===== config.mk =====
export PLATFORM = sky130hd
export DESIGN_NAME = tc_cal_ctrl
export DESIGN_NICKNAME = d
export VERILOG_FILES = /design/src/rtl/tc_cal_pkg.sv /design/src/rtl/tc_cal_sync.sv /design/src/rtl/tc_cal_timer.sv /design/src/rtl/tc_cal_fsm.sv /design/src/rtl/tc_cal_ctrl.sv
export SDC_FILE = /design/constraint.sdc
export NUM_CORES = 1
export LEC_CHECK = 0
export ABC_AREA = 0
export BUFFER_PORTS_ARGS = -buffer_cell sky130_fd_sc_hd__buf_2
export CORE_UTILIZATION = 30
export CTS_BUF_LIST = sky130_fd_sc_hd__clkbuf_2
export DETAILED_ROUTE_END_ITERATION = 12
export SYNTH_ARGS = -nofsm -noshare
export SYNTH_HDL_FRONTEND = slang
export SYNTH_SLANG_ARGS = --single-unit

===== constraint.sdc =====
create_clock -name clk_i -period 1.95 [get_ports clk_i]
set_input_delay 0.4875 -clock clk_i [delete_from_list [all_inputs] [get_ports clk_i]]
set_output_delay 0.4875 -clock clk_i [all_outputs]
set_load 0.01 [all_outputs]

===== src/rtl/tc_cal_pkg.sv =====
package tc_cal_pkg;
  typedef enum logic [1:0] {
    ST_IDLE = 2'd0,
    ST_RUN  = 2'd1,
    ST_DONE = 2'd2
  } cal_state_e;
endpackage


===== src/rtl/tc_cal_sync.sv =====
module tc_cal_sync #(
  parameter int W = 2
) (
  input  logic         clk_i,
  input  logic         rst_ni,
  input  logic [W-1:0] d_i,
  output logic [W-1:0] q_o
);
  logic [W-1:0] s1_q, s2_q;

  always_ff @(posedge clk_i or negedge rst_ni) begin
    if (!rst_ni) begin
      s1_q <= '0;
      s2_q <= '0;
    end else begin
      s1_q <= d_i;
      s2_q <= s1_q;
    end
  end

  assign q_o = s2_q;
endmodule


===== src/rtl/tc_cal_timer.sv =====
module tc_cal_timer #(
  parameter int INTERVAL_CYC = 4375,
  parameter int EN_CYC       = 4
) (
  input  logic clk_i,
  input  logic rst_ni,
  input  logic run_i,
  output logic en_o,
  output logic sample_o
);
  localparam int CNT_W = $clog2(INTERVAL_CYC);
  localparam logic [CNT_W-1:0] LAST_C = CNT_W'(INTERVAL_CYC - 1);
  localparam logic [CNT_W-1:0] EN_START_C = CNT_W'(INTERVAL_CYC - EN_CYC);

  logic [CNT_W-1:0] cnt_q;

  always_ff @(posedge clk_i or negedge rst_ni) begin
    if (!rst_ni) cnt_q <= '0;
    else if (!run_i) cnt_q <= '0;
    else if (cnt_q == LAST_C) cnt_q <= '0;
    else cnt_q <= cnt_q + 1'b1;
  end

  assign en_o     = run_i && (cnt_q >= EN_START_C);
  assign sample_o = run_i && (cnt_q == LAST_C);

  // sampling edge always closes an enable pulse
  p_sample_in_pulse_r2: assert property (@(posedge clk_i) disable iff (!rst_ni)
    sample_o |-> en_o);
  p_pulse_ends_r2: assert property (@(posedge clk_i) disable iff (!rst_ni)
    sample_o |=> !en_o);
endmodule


===== src/rtl/tc_cal_fsm.sv =====
module tc_cal_fsm
  import tc_cal_pkg::*;
#(
  parameter int CODE_W    = 2,
  parameter int CODE_MIN  = 0,
  parameter int CODE_MAX  = 3,
  parameter int CODE_INIT = 3
) (
  input  logic              clk_i,
  input  logic              rst_ni,
  input  logic              start_i,
  input  logic              scale_i,
  input  logic              pg_i,
  input  logic              sample_i,
  input  logic              above_i,
  input  logic              win_i,
  output logic              run_o,
  output logic [CODE_W-1:0] code_o,
  output logic              done_o,
  output logic              inc_o,
  output logic              limit_o
);
  localparam logic [CODE_W-1:0] MIN_C  = CODE_W'(CODE_MIN);
  localparam logic [CODE_W-1:0] MAX_C  = CODE_W'(CODE_MAX);
  localparam logic [CODE_W-1:0] INIT_C = CODE_W'(CODE_INIT);

  cal_state_e        state_q;
  logic [CODE_W-1:0] code_q;
  logic              done_q, inc_q, limit_q;

  always_ff @(posedge clk_i or negedge rst_ni) begin
    if (!rst_ni) begin
      state_q <= ST_IDLE;
      code_q  <= INIT_C;
      done_q  <= 1'b0;
      inc_q   <= 1'b0;
      limit_q <= 1'b0;
    end else if (start_i && state_q != ST_RUN) begin
      state_q <= ST_RUN;
      done_q  <= 1'b0;
      inc_q   <= 1'b0;
      limit_q <= 1'b0;
    end else if (state_q == ST_RUN) begin
      if (!scale_i) begin
        state_q <= ST_IDLE;
      end else if (pg_i) begin
        state_q <= ST_DONE;
        done_q  <= 1'b1;
        inc_q   <= 1'b1;
      end else if (sample_i) begin
        if (win_i) begin
          state_q <= ST_DONE;
          done_q  <= 1'b1;
        end else if (above_i) begin
          if (code_q == MIN_C) limit_q <= 1'b1;
          else code_q <= code_q - 1'b1;
        end else begin
          if (code_q == MAX_C) limit_q <= 1'b1;
          else code_q <= code_q + 1'b1;
        end
      end
    end
  end

  assign run_o   = (state_q == ST_RUN);
  assign code_o  = code_q;
  assign done_o  = done_q;
  assign inc_o   = inc_q;
  assign limit_o = limit_q;

  logic trim_ok;
  assign trim_ok = sample_i && run_o && scale_i && !pg_i && !win_i;

  p_step_down_r3: assert property (@(posedge clk_i) disable iff (!rst_ni)
    (trim_ok && above_i && code_q != MIN_C) |=> code_q == $past(code_q) - 1'b1);
  p_step_up_r4: assert property (@(posedge clk_i) disable iff (!rst_ni)
    (trim_ok && !above_i && code_q != MAX_C) |=> code_q == $past(code_q) + 1'b1);
  p_freeze_r5: assert property (@(posedge clk_i) disable iff (!rst_ni)
    (done_q && !start_i) |=> $stable(code_q) && done_q);
  p_bounds_r6: assert property (@(posedge clk_i) disable iff (!rst_ni)
    (code_q >= MIN_C) && (code_q <= MAX_C));
  p_pg_cut_r7: assert property (@(posedge clk_i) disable iff (!rst_ni)
    (run_o && scale_i && pg_i) |=> done_q && inc_q && $stable(code_q));
  p_pause_r8: assert property (@(posedge clk_i) disable iff (!rst_ni)
    (run_o && !scale_i) |=> !run_o && !done_q && $stable(code_q));
endmodule


===== src/rtl/tc_cal_ctrl.sv =====
module tc_cal_ctrl #(
  parameter int INTERVAL_CYC = 4375,
  parameter int EN_CYC       = 4,
  parameter int CODE_W       = 2,
  parameter int CODE_MIN     = 0,
  parameter int CODE_MAX     = 3,
  parameter int CODE_INIT    = 3
) (
  input  logic              clk_i,
  input  logic              rst_ni,
  input  logic              scale_active_i,
  input  logic              power_good_i,
  input  logic              sense_above_i,
  input  logic              in_window_i,
  output logic              cmp_en_o,
  output logic [CODE_W-1:0] res_code_o,
  output logic              cal_done_o,
  output logic              cal_incomplete_o,
  output logic              code_limit_o
);
  logic       scale_d_q, start, run, sample;
  logic [1:0] cmp_sync;

  always_ff @(posedge clk_i or negedge rst_ni) begin
    if (!rst_ni) scale_d_q <= 1'b0;
    else scale_d_q <= scale_active_i;
  end

  assign start = scale_active_i && !scale_d_q;

  tc_cal_sync #(.W(2)) i_sync (
    .clk_i  (clk_i),
    .rst_ni (rst_ni),
    .d_i    ({sense_above_i, in_window_i}),
    .q_o    (cmp_sync)
  );

  tc_cal_timer #(
    .INTERVAL_CYC (INTERVAL_CYC),
    .EN_CYC       (EN_CYC)
  ) i_timer (
    .clk_i    (clk_i),
    .rst_ni   (rst_ni),
    .run_i    (run),
    .en_o     (cmp_en_o),
    .sample_o (sample)
  );

  tc_cal_fsm #(
    .CODE_W    (CODE_W),
    .CODE_MIN  (CODE_MIN),
    .CODE_MAX  (CODE_MAX),
    .CODE_INIT (CODE_INIT)
  ) i_fsm (
    .clk_i    (clk_i),
    .rst_ni   (rst_ni),
    .start_i  (start),
    .scale_i  (scale_active_i),
    .pg_i     (power_good_i),
    .sample_i (sample),
    .above_i  (cmp_sync[1]),
    .win_i    (cmp_sync[0]),
    .run_o    (run),
    .code_o   (res_code_o),
    .done_o   (cal_done_o),
    .inc_o    (cal_incomplete_o),
    .limit_o  (code_limit_o)
  );

  p_no_en_when_done_r5: assert property (@(posedge clk_i) disable iff (!rst_ni)
    cal_done_o |-> !cmp_en_o);
  p_no_en_when_idle_r8: assert property (@(posedge clk_i) disable iff (!rst_ni)
    (!scale_active_i && !scale_d_q) |-> !cmp_en_o);
endmodule


==> flow_summary.yaml <==
critical_path:
  cp_num_buf_inv: 1
  ff2ff_path_depth: 6
  path_delay_family: "flip-flops"
  critPathLaunch: "i_timer.cnt_q[11]"
  r2r_setup_slack_ns: 0.11
  cp_cell_sequence: "or3_4, o211ai_1, a21oi_1, buf_2"
  regToRegStartpoint: "i_timer.cnt_q[11]"
  crit_end: "cmp_en_o"
  path_depth: 4
  critPathRequiredTime_ns: 1.46
  critPathSlowestCell: "dfrtp_1"
  r2r_end: "i_fsm.code_o[1]"
  slowest_delay_ns: 0.44
  setup.worst_path.class: "flip-flop to primary output"
  cp_max_fo: 3
  worstSetupStartpointType: "flip-flop"
  critPathArrivalTime_ns: 1.59
  worstSetupEndpointType: "primary output"
floorplanning:
  die_height_um: 64.9
  dieArea_um2: 4220
  initial_utilization_pct: 31.8
  core_area_um2: 3740
  ioPinCount: 12
  chipWidth_um: 64.9
  rows: 22
route:
  first_iter_violations: 48
  drt-wirelength-per-cell_um: 12.3
  viasPerCell: 4.92
  drt_first_pass_iters: 4
  route.antenna.remaining_nets: 0
  via_count: 925
  drc_errors: 0
  wl_um: 2320
sta:
  max_freq_mhz: 481
  fin_crit_sh_pct: 107
  setup_viol_count_final: 1
  grt_setup_unrepaired: "yes"
  hold_violations: 0
  clock_skew_ns: 0.0119
  relSlewSlack_pct: 62.7
  fin_crit_ns: 2.08
  setup_ws_ns: -0.127
  setup_tns_ns: -0.127
  tightest_slew_ns: 0.560
  maxSlewViolCount: 0
logic_synthesis:
  yosys-top-cells-area: "dfrtp_1 (48%), nor2_1 (6.6%), dfstp_2 (4.4%)"
  synth_enable_flop_cells: 0
  synthMuxAreaShare_pct: 0
  synth_cells: 115
  yosysUniqueCellTypes: 39
  synth_nets: 123
  yosysSeqAreaShare_pct: 52.8
  synth_flop_cell: "dfrtp_1"
  synth_fa_ha_area_share_pct: 2.11
  synth_xor_area_share_pct: 7.37
  synth_common_cells: "dfrtp_1 (23), nor2_1 (21), nand2_1 (7)"
  synth_top_family_by_area: "simple AND/OR/NAND/NOR gates"
  synth_compound_area_share_pct: 10.4
  synth_area_leader_cell: "dfrtp_1"
  syn_area_um2: 1190
  ys_ff_latch: 25
  synth-simple-area-share_pct: 24.7
  ys_warn_count: 0
  synth_async_sr_flop_share_pct: 100
  synth_top_area_share_pct: 48.4
  syn_avg_cell_area_um2: 10.3
  synth_most_common_cell: "dfrtp_1"
cts:
  cts_htree_levels: 1
  cts.sinks: 25
  clock_path_buffers: 2
  cts_hold_buf: 0
  path_clk_slew_ns: 0.25
  clk-insertion-delay-late_ns: 0.37
  cts_tree: "built"
  cts.root.buffer_cell: "clkbuf_2"
  cts_buffers: 3
finish:
  antenna_cells: 0
  area_delta_synth_final_pct: 19.5
  fin_nets: 149
  drive_gt1_share_pct: 27.1
  finalNonFillerCells: 188
place:
  place_worst_setup_slack_ns: 0.210
  dp.cells: 177
  place_hpwl_um: 1490
  gp_congestion: 0.796
  port_buffers: 11
global_route:
  grt_antenna_before_repair: 0
  grt_pass1_vias: 895
  grt_first_pass_wirelength_um: 3860
  grt_usage_pct: 12.0
  grt_max_degree: 26
  globalRouteOverflowTotal: 0
worst_hold_path:
  hold_class: "input pin to asynchronous set/reset pin"
power_and_ir_drop:
  ir_drop_uv: 337
  p_leak_nw: 0.630
  cellPowerDensity_nw_per_um2: 639
flow_run:
  cap_violations: 0
outcome:
  violations: "negative setup slack"
  run_status: "finished with violations"
-- report_power, final --
group / total (mW) / switching [mW] / internal (mW)
Sequential: 0.570 / 0.0233 / 0.546
Clock: 0.215 / 0.167 / 0.0476
Combinational: 0.123 / 0.0705 / 0.0530
-- cells in the final DEF, fill, tap and decap left out, types with 2 or more instances in the layout --
cell type,netlist,routed
o21ai_0,2,2
xor2_1,5,5
dfrtp_1,23,23
buf_2,0,11
and3_1,2,2
clkbuf_2,0,3
nor2_1,21,21
inv_1,4,4
nand4_1,3,3
xnor2_1,5,5
dfstp_2,2,2
or3_4,2,2
nand2_1,7,7
nand3_1,4,4
a31oi_1,2,2
buf_4,0,12
nor3_1,3,3
a21oi_1,5,5
-- state kept, by name (all words and copies together), names as in the netlist --
signal and flops:
i_sync.s1_q 2, i_fsm.code_o 2, i_fsm.done_o 1, i_fsm.limit_o 1
i_fsm.inc_o 1, i_timer.cnt_q 13, scale_d_q 1, i_sync.q_o 2
i_fsm.state_q 2
-- kinds of logic (layout without fill, tap and decap cells) --
logic type,Yosys count,count (layout)
AO/OA/AOI/OAI,18,18
buffers and inverters,6,31
adder cells (fa/ha/maj),2,2
AND/OR/NAND/NOR,54,54
flip-flops,25,25
XOR/XNOR,10,10
-- how the worst min path moves through the flow --
stage / depth (start not counted) / start / to
finish: 1 / rst_ni / i_fsm.limit_o
detailed placement: 0 / i_sync.s1_q[0] / i_sync.q_o[0]
global placement: 0 / i_sync.s1_q[1] / i_sync.q_o[1]
CTS: 1 / rst_ni / i_sync.q_o[0]
global route: 1 / rst_ni / i_sync.q_o[0]
floorplan: 0 / rst_ni / i_fsm.done_o
-- timing repair --
| item | CTS | global route |
|---|---|---|
| resized for setup | 2 | 3 |
| buffers inserted | 5 | 2 |
| endpoints found under the setup margin | 1 | 2 |
| pin swaps | 2 | 4 |
-- layer usage --
metal / up-vias / GRT usage [%] / routed length [um]
met5: - / 0 / 0
met4: 0 / 3.89 / 14
met3: 2 / 3.87 / 84
met2: 16 / 19.5 / 1090
met1: 453 / 15.0 / 1130
li1: 454 / - / -
-- metrics by stage --
stage          hold slack (ns)  util, %  instance area [um2]  power (mW)
5_1_grt                 0.0640     37.9                 1420       0.952
2_1_floorplan            0.192        -                 1190       0.644
6_report                0.0571     37.9                 1420       0.908
3_5_place_dp             0.337     35.4                 1330       0.693
4_1_cts                 0.0687     37.3                 1400       0.917
3_3_place_gp             0.336     35.4                 1330       0.687
-- area by class of cell --
cell class,count,area [um2]
Fill cell,406,2320
Sequential cell,25,628
Multi-Input combinational cell,84,549
Inverter,4,15.0
Clock buffer,3,15.0
Timing Repair Buffer,23,145
Tap cell,48,60.1
Clock inverter,1,7.51
No activity file was read; power rests on OpenSTA's default activity.
